===== config.mk =====
export PLATFORM = sky130hd
export DESIGN_NAME = irq_dist_ctrl_regs
export DESIGN_NICKNAME = d
export VERILOG_FILES = /design/src/rtl/irq_dist_pkg.sv /design/src/rtl/dist_reg_decode.sv /design/src/rtl/dist_enable_ctrl.sv /design/src/rtl/dist_rdata_mux.sv /design/src/rtl/irq_dist_ctrl_regs.sv
export SDC_FILE = /design/constraint.sdc
export NUM_CORES = 1
export LEC_CHECK = 0
export ABC_AREA = 1
export BUFFER_PORTS_ARGS = -buffer_cell sky130_fd_sc_hd__clkbuf_2
export CORE_UTILIZATION = 30
export CTS_BUF_LIST = sky130_fd_sc_hd__clkbuf_8
export CTS_CLUSTER_SIZE = 12
export DETAILED_ROUTE_END_ITERATION = 12
export HOLD_SLACK_MARGIN = 0.06
export PLACE_DENSITY = 0.81
export SLEW_MARGIN = 10
export SYNTH_ARGS = -nofsm -noshare
export SYNTH_HDL_FRONTEND = slang
export SYNTH_SLANG_ARGS = --single-unit

===== constraint.sdc =====
create_clock -name clk -period 0.92 [get_ports clk]
set_input_delay 0.184 -clock clk [delete_from_list [all_inputs] [get_ports clk]]
set_output_delay 0.184 -clock clk [all_outputs]
set_load 0.01 [all_outputs]

===== src/rtl/irq_dist_pkg.sv =====
package irq_dist_pkg;

  localparam int REG_W  = 32;
  localparam int WORD_W = 2;

  typedef enum logic [WORD_W-1:0] {
    SEL_CTRL  = 2'd0,
    SEL_TYPE  = 2'd1,
    SEL_IDENT = 2'd2,
    SEL_NONE  = 2'd3
  } reg_sel_e;

  function automatic logic [REG_W-1:0] make_type_word(input int ncpu, input int shared_irqs);
    logic [REG_W-1:0] w;
    w = '0;
    w[4:0] = 5'((shared_irqs + 32) / 32 - 1);
    w[7:5] = 3'(ncpu - 1);
    return w;
  endfunction

  function automatic logic [REG_W-1:0] make_ident_word(input logic [7:0] prod, input logic [11:0] impl);
    logic [REG_W-1:0] w;
    w = '0;
    w[31:24] = prod;
    w[11:0]  = impl;
    return w;
  endfunction

endpackage


===== src/rtl/dist_reg_decode.sv =====
module dist_reg_decode
  import irq_dist_pkg::*;
(
  input  logic [WORD_W-1:0] word_idx,
  input  logic              wr_stb,
  output reg_sel_e          sel,
  output logic              ctrl_wr
);

  always_comb begin
    unique case (word_idx)
      2'd0:    sel = SEL_CTRL;
      2'd1:    sel = SEL_TYPE;
      2'd2:    sel = SEL_IDENT;
      default: sel = SEL_NONE;
    endcase
  end

  assign ctrl_wr = wr_stb && (sel == SEL_CTRL);

endmodule


===== src/rtl/dist_enable_ctrl.sv =====
module dist_enable_ctrl #(
  parameter int NUM_CPUS = 4
) (
  input  logic                clk,
  input  logic                rst,
  input  logic                ctrl_wr,
  input  logic                en_bit,
  output logic                en_q,
  output logic [NUM_CPUS-1:0] wake_q
);

  logic turn_on;
  assign turn_on = ctrl_wr && en_bit && !en_q;

  always_ff @(posedge clk) begin
    if (rst) begin
      en_q   <= 1'b0;
      wake_q <= '0;
    end else begin
      if (ctrl_wr) en_q <= en_bit;
      wake_q <= {NUM_CPUS{turn_on}};
    end
  end

  a_r8_wake_on_rise: assert property (@(posedge clk) disable iff (rst)
    $rose(en_q) |-> (wake_q == {NUM_CPUS{1'b1}}));

  a_r8_single_cycle: assert property (@(posedge clk) disable iff (rst)
    wake_q[0] |=> !wake_q[0]);

  a_r9_no_spurious_wake: assert property (@(posedge clk) disable iff (rst)
    (wake_q != '0) |-> $rose(en_q));

  a_r8_all_or_none: assert property (@(posedge clk) disable iff (rst)
    (wake_q == '0) || (wake_q == {NUM_CPUS{1'b1}}));

endmodule


===== src/rtl/dist_rdata_mux.sv =====
module dist_rdata_mux
  import irq_dist_pkg::*;
#(
  parameter int         NUM_CPUS     = 4,
  parameter int         SHARED_IRQS  = 64,
  parameter logic [7:0] PRODUCT_CODE = 8'h5A,
  parameter logic [11:0] IMPL_CODE   = 12'h3C1
) (
  input  logic             clk,
  input  logic             rst,
  input  logic             rd_stb,
  input  reg_sel_e         sel,
  input  logic             en,
  output logic [REG_W-1:0] rdata_q
);

  localparam logic [REG_W-1:0] TYPE_WORD  = make_type_word(NUM_CPUS, SHARED_IRQS);
  localparam logic [REG_W-1:0] IDENT_WORD = make_ident_word(PRODUCT_CODE, IMPL_CODE);

  logic [REG_W-1:0] rd_mux;

  always_comb begin
    rd_mux = '0;
    unique case (sel)
      SEL_CTRL:  rd_mux[0] = en;
      SEL_TYPE:  rd_mux = TYPE_WORD;
      SEL_IDENT: rd_mux = IDENT_WORD;
      default:   rd_mux = '0;
    endcase
  end

  always_ff @(posedge clk) begin
    if (rst)         rdata_q <= '0;
    else if (rd_stb) rdata_q <= rd_mux;
  end

  a_r10_hold_without_read: assert property (@(posedge clk) disable iff (rst)
    !rd_stb |=> $stable(rdata_q));

  a_r2_ctrl_upper_zero: assert property (@(posedge clk) disable iff (rst)
    (rd_stb && sel == SEL_CTRL) |=> (rdata_q[REG_W-1:1] == '0));

endmodule


===== src/rtl/irq_dist_ctrl_regs.sv =====
module irq_dist_ctrl_regs
  import irq_dist_pkg::*;
#(
  parameter int          NUM_CPUS     = 4,
  parameter int          SHARED_IRQS  = 64,
  parameter logic [7:0]  PRODUCT_CODE = 8'h5A,
  parameter logic [11:0] IMPL_CODE    = 12'h3C1
) (
  input  logic                clk,
  input  logic                rst,
  input  logic                reg_rd,
  input  logic                reg_wr,
  input  logic [1:0]          reg_word,
  input  logic [31:0]         reg_wdata,
  output logic [31:0]         reg_rdata,
  output logic                dist_en,
  output logic [NUM_CPUS-1:0] cpu_wake
);

  reg_sel_e sel;
  logic     ctrl_wr;
  logic     wdata_hi_any;

  assign wdata_hi_any = |reg_wdata[31:1];

  dist_reg_decode u_decode (
    .word_idx (reg_word),
    .wr_stb   (reg_wr),
    .sel      (sel),
    .ctrl_wr  (ctrl_wr)
  );

  dist_enable_ctrl #(.NUM_CPUS(NUM_CPUS)) u_enable (
    .clk     (clk),
    .rst     (rst),
    .ctrl_wr (ctrl_wr),
    .en_bit  (reg_wdata[0]),
    .en_q    (dist_en),
    .wake_q  (cpu_wake)
  );

  dist_rdata_mux #(
    .NUM_CPUS     (NUM_CPUS),
    .SHARED_IRQS  (SHARED_IRQS),
    .PRODUCT_CODE (PRODUCT_CODE),
    .IMPL_CODE    (IMPL_CODE)
  ) u_rmux (
    .clk     (clk),
    .rst     (rst),
    .rd_stb  (reg_rd),
    .sel     (sel),
    .en      (dist_en),
    .rdata_q (reg_rdata)
  );

  a_r7_other_writes_ignored: assert property (@(posedge clk) disable iff (rst)
    (reg_wr && reg_word != 2'd0) |=> $stable(dist_en));

  a_r3_ctrl_write_loads: assert property (@(posedge clk) disable iff (rst)
    (reg_wr && reg_word == 2'd0) |=> (dist_en == $past(reg_wdata[0])));

  a_r3_upper_bits_ignored: assert property (@(posedge clk) disable iff (rst)
    (reg_wr && reg_word == 2'd0 && wdata_hi_any && !reg_wdata[0]) |=> !dist_en);

  a_r9_no_wake_when_set: assert property (@(posedge clk) disable iff (rst)
    dist_en |=> (cpu_wake == '0));

endmodule


==> out/qor.csv, run 1 <==
metric;value;unit
avgSynthCellArea;7.68;sq um
final_antenna_net_count;0;
yosysUniqueCellTypes;12;
numCtsBuffers;3;
fmax;1120;MHz
rows;14;
clk_pin_slew_worst_paths;0.04;ns
place_area;487;sq um
worstPathArrival;0.71;ns
grt_max_degree;9;
clockRootBuffer;clkbuf_8;
layout.nets;125;
grt_util_all_layers;7.19;%
antenna_cells;0;
area_growth_syn_to_layout;3.89;%
rsz0062_at_grt;yes;
violations;DRC;
cts_max_level;1;
drc;5;
grt-ovfl-total;0;
crit_path_top_delay_cell;dfxtp_4;
hold_class;input pin to flop;
grt_pass1_vias;238;
die-height;43.4;um
grt_antenna_before_repair;0;
core;1560;sq um
worstPathRequired;0.74;ns
finClkSkew;0.0000921;ns
crit_fanout;8;
period_minus_slack;0.896;ns
io_pins;75;
wirelength;674;um
combinationalPowerShare;17.9;%
crit_buf_inv;1;
period_share;97.4;%
drive_gt1_share;37.0;%
cts.repair.resized;3;
worst_setup_path_start_kind;flop;
first_pass_iters;10;
final_area;534;sq um
place_congestion;0.684;
die_w;43.4;um
hold_buffers;0;
power_leakage;0.337;nW
vdd_ir_drop_max;654;uV
yosys_warnings;0;
route.vias.total;360;
p_int;604;uW
drv_cap;0;
start_util;33.0;%
synth.cell_area;514;sq um
holdWs;0.209;ns
drv_slew;0;
swShare;27.0;%
path_cells;buf_2;
status;finished with violations;
power_density;1550;nW/um^2
dieArea;1880;sq um
clk_latency;0.22;ns
fin_util;34.3;%
io_buffers;22;
cp-end-kind;output pin;
worst-setup-path-type;flop to output pin;
cts_buffer_depth;2;
p_clk_share;47.5;%
tritoncts;done;
synthCells;67;
synth-seq-area-share;23.4;%
crit_family;flip-flops;
cpPeakStageDelay;0.36;ns
cts.sinks;6;
hpwlAfterDp;572;um
hold_viol_final;0;
grt_pass1_wl;917;um
viasPerCell;3.71;
wl_per_cell;6.95;um
p_seq_share;34.5;%
switchingPower;224;uW
ys_ff_latch;6;
postCtsSetupBuffers;0;
drtIter0Drc;9;
setup_viol;0;
-- power by group through the flow --
stage               Combinational (mW)  Clock, mW  Sequential, mW
finish                           0.149      0.394           0.286
global route                     0.165      0.416           0.289
CTS                              0.147      0.406           0.287
detailed placement               0.146          0           0.292
global placement                 0.144          0           0.291
floorplan                        0.178          0           0.297
-- through the flow --
step	setup TNS (ns)	instances	setup slack (ns)	power, mW
after floorplan	0	87	0.123	0.476
final	0	97	0.0243	0.828
after global placement	0	94	0.0311	0.435
after global routing	-0.0105	97	-0.00579	0.871
after detailed placement	0	94	0.0120	0.438
after CTS	0	97	0.00612	0.840
-- worst min-delay path, stage by stage --
cell	delay (ns)
clkbuf_2	0.08
nand2_1	0.09
nor3_2	0.04
-- area by class of cell --
type                       instances  area [sq um]
multi-input combinational         44           214
sequential                         6           126
fill                             160          1020
timing repair buffer              22           110
clock buffer                       3          41.3
tap                               16          20.0
inverter                           6          22.5
-- logic make-up after synthesis --
kind of cell	Yosys count	share of synthesized area (%)
fa+ha+maj	4	9.73
simple gates	14	11.7
flops	6	23.4
buf+inv	37	49.6
compound gates	5	4.87
other cells	1	0.729
-- routing by layer --
metal	track usage, %	vias up	wire length (um)
li1	-	179	-
met1	6.15	152	246
met2	11.5	27	342
met3	3.75	2	74
met4	7.50	0	10
met5	0	-	0
-- flip-flops by register name, summed over array words and instances (netlist names) --
signal,flops
u_enable.en_q,1
u_enable.wake_q,1
u_rmux.rdata_q,4
-- synthesized netlist by cell type --
cell type	instances	area, sq um
buf_4	31	233
nor2_1	8	30.0
dfxtp_1	6	120
inv_1	5	18.8
ha_1	4	50.1
nand2_1	4	15.0
o21ai_0	3	15.0
o21ai_1	2	10.0
conb_1	1	3.75
inv_2	1	3.75
nand3_1	1	5.00
nor3_2	1	10.0
-- worst paths after layout --
path	slack, ns	start	cells after the start	end
hold / removal	0.21	reg_wdata[0]	3	u_enable.wake_q[0]
setup / recovery	0.02	u_rmux.rdata_q[28]	1	reg_rdata[30]
hold reg to reg	0.43	u_enable.en_q	1	u_enable.wake_q[0]
setup reg to reg	0.26	u_rmux.rdata_q[28]	2	u_rmux.rdata_q[28]
-- cells in the final DEF, fill, tap and decap left out --
master and instances:
nand3_1 1, clkbuf_2 15, inv_1 5, buf_2 7, o21ai_1 2, nor2_1 8
dfxtp_4 1, inv_2 1, clkbuf_8 3, dfxtp_1 3, nand2_1 4, conb_1 21
nor3_2 1, o21ai_0 3, ha_1 4, dfxtp_2 2
No activity file was read; power rests on OpenSTA's default activity.
==> inputs of run 2 (changes only) <==
CORE_UTILIZATION = 31   (was 30)
SYNTH_HIERARCHICAL = 1   (was not set)
==> out/qor.csv, run 2 <==
metric;value;unit
setup_viol;0;
yosysUniqueCellTypes;14;
drive_gt1_share;37.6;%
grt_pass1_wl;1.09;mm
grt_pass1_vias;282;
worst_setup_path_start_kind;flop;
finClkSkew;0.00000874;ns
numCtsBuffers;3;
top_register;u_rmux/rdata_q;
power_leakage;0.354;nW
die-height;43.8;um
grt_max_degree;9;
layout_common_cells;conb_1, clkbuf_2, inv_1, nor2_1, buf_2;
top_regs;u_rmux/rdata_q x4, u_enable/en_q x1, u_enable/wake_q x1;
holdWs;0.163;ns
hpwlAfterDp;609;um
combinationalPowerShare;18.8;%
swShare;26.8;%
p_int;607;uW
hold_viol_final;0;
p_clk_share;46.7;%
postCtsSetupBuffers;0;
place_ws;-0.0164;ns
hold_class;input pin to flop;
io_buffers;22;
crit_buf_inv;1;
drc;4;
violations;DRC;
first_pass_iters;9;
cts.sinks;6;
wl_per_cell;7.13;um
avgSynthCellArea;7.51;sq um
instances_no_fill;101;
power_density;1480;nW/um^2
fmax;1120;MHz
switchingPower;223;uW
wirelength;720;um
crit_family;flip-flops;
final_area;559;sq um
worstPathArrival;0.71;ns
antenna_cells;0;
drv_cap;0;
synth_common_cells;buf_4, inv_1, nor2_1;
route.vias.total;374;
largest_reg_flops;4;
synthMostInstantiatedCell;buf_4;
io_pins;75;
yosysTopAreaCell;buf_4;
worstPathRequired;0.74;ns
place_inst;98;
viasPerCell;3.70;
rows;14;
yosys_warnings;6;
worst_slack;0.0262;ns
dieArea;1910;sq um
async_reset_ff_share;0;%
yosys-top-cells-area;buf_4, dfxtp_1, ha_1;
synthCells;72;
worst-setup-path-type;flop to output pin;
final_antenna_net_count;0;
crit_fanout;8;
area_growth_syn_to_layout;3.47;%
path_cells;buf_2;
grt_util_all_layers;8.32;%
status;finished with violations;
clockRootBuffer;clkbuf_8;
crit_path_top_delay_cell;dfxtp_4;
p_seq_share;34.4;%
die_w;43.8;um
cts_max_level;1;
synth-seq-area-share;22.2;%
layout.nets;129;
place_congestion;0.769;
synth_edf_count;0;
period_share;97.2;%
cp-end-kind;output pin;
cpPeakStageDelay;0.36;ns
grt_antenna_before_repair;0;
tritoncts;done;
ys_ff_latch;6;
drtIter0Drc;6;
synth.cell_area;541;sq um
p_total;830;uW
final_common_cell;conb_1;
place_area;513;sq um
clk_latency;0.22;ns
grt-ovfl-total;0;
period_minus_slack;0.894;ns
rsz0062_at_grt;yes;
synth_ff_type;dfxtp_1;
vdd_ir_drop_max;482;uV
cts_buffer_depth;2;
start_util;34.7;%
core;1560;sq um
clk_pin_slew_worst_paths;0.04;ns
drv_slew;0;
synth_top_area_share;43.1;%
-- run 2: routing by layer --
metal / global-route usage, % / share of wire, % / wire length [um]
met5: 0 / 0 / 0
met4: 7.50 / 2.6 / 19
met3: 2.50 / 13 / 91
met2: 13.7 / 45 / 323
met1: 8.33 / 40 / 285
-- run 2: stage by stage --
step / util [%] / TNS, ns
after global placement: 32.9 / 0
after CTS: 35.9 / 0
after detailed placement: 32.9 / -0.0164
after floorplan: - / 0
after global routing: 35.9 / -0.00344
final: 35.9 / 0
-- run 2: final timing paths --
kind / slack [ns] / cells after the start / end / from
min reg2reg: 0.43 / 1 / u_enable/wake_q[0] / u_enable/en_q
max reg2reg: 0.24 / 2 / u_rmux/rdata_q[28] / u_rmux/rdata_q[28]
max: 0.03 / 1 / reg_rdata[28] / u_rmux/rdata_q[28]
min: 0.16 / 2 / u_enable/en_q / rst
-- run 2: layout make-up --
class,instances,area (sq um)
Sequential cell,6,125
Fill cell,175,1000
Multi-Input combinational cell,45,225
Tap cell,16,20.0
Clock buffer,3,41.3
Timing Repair Buffer,23,118
Inverter,8,30.0
-- run 2: power groups by stage --
stage / sequential, mW / combinational, mW / clock (mW)
global placement: 0.290 / 0.152 / 0
CTS: 0.287 / 0.156 / 0.396
global route: 0.288 / 0.177 / 0.408
floorplan: 0.297 / 0.184 / 0
finish: 0.286 / 0.156 / 0.388
detailed placement: 0.291 / 0.155 / 0
-- run 2: worst reg2reg max path, delay by kind of cell (launching register included) --
kind / cells / cell delay [ns]
AND/OR/NAND/NOR: 1 / 0.06
flip-flops: 1 / 0.35
AO/OA/AOI/OAI: 1 / 0.16
-- run 2: timing repair --
item	in CTS	in global routing
endpoints found under the setup margin	8	11
hold buffers	0	0
gates resized for setup	3	5
-- run 2: cell families (layout without fill, tap and decap cells) --
kind of cell,Yosys count,count (layout),share of synthesized area (%)
flops,6,6,22.2
simple gates,15,15,12.5
compound gates,5,5,5.32
buf+inv,41,34,50.0
fa+ha+maj,4,4,9.26
other cells,1,21,0.694
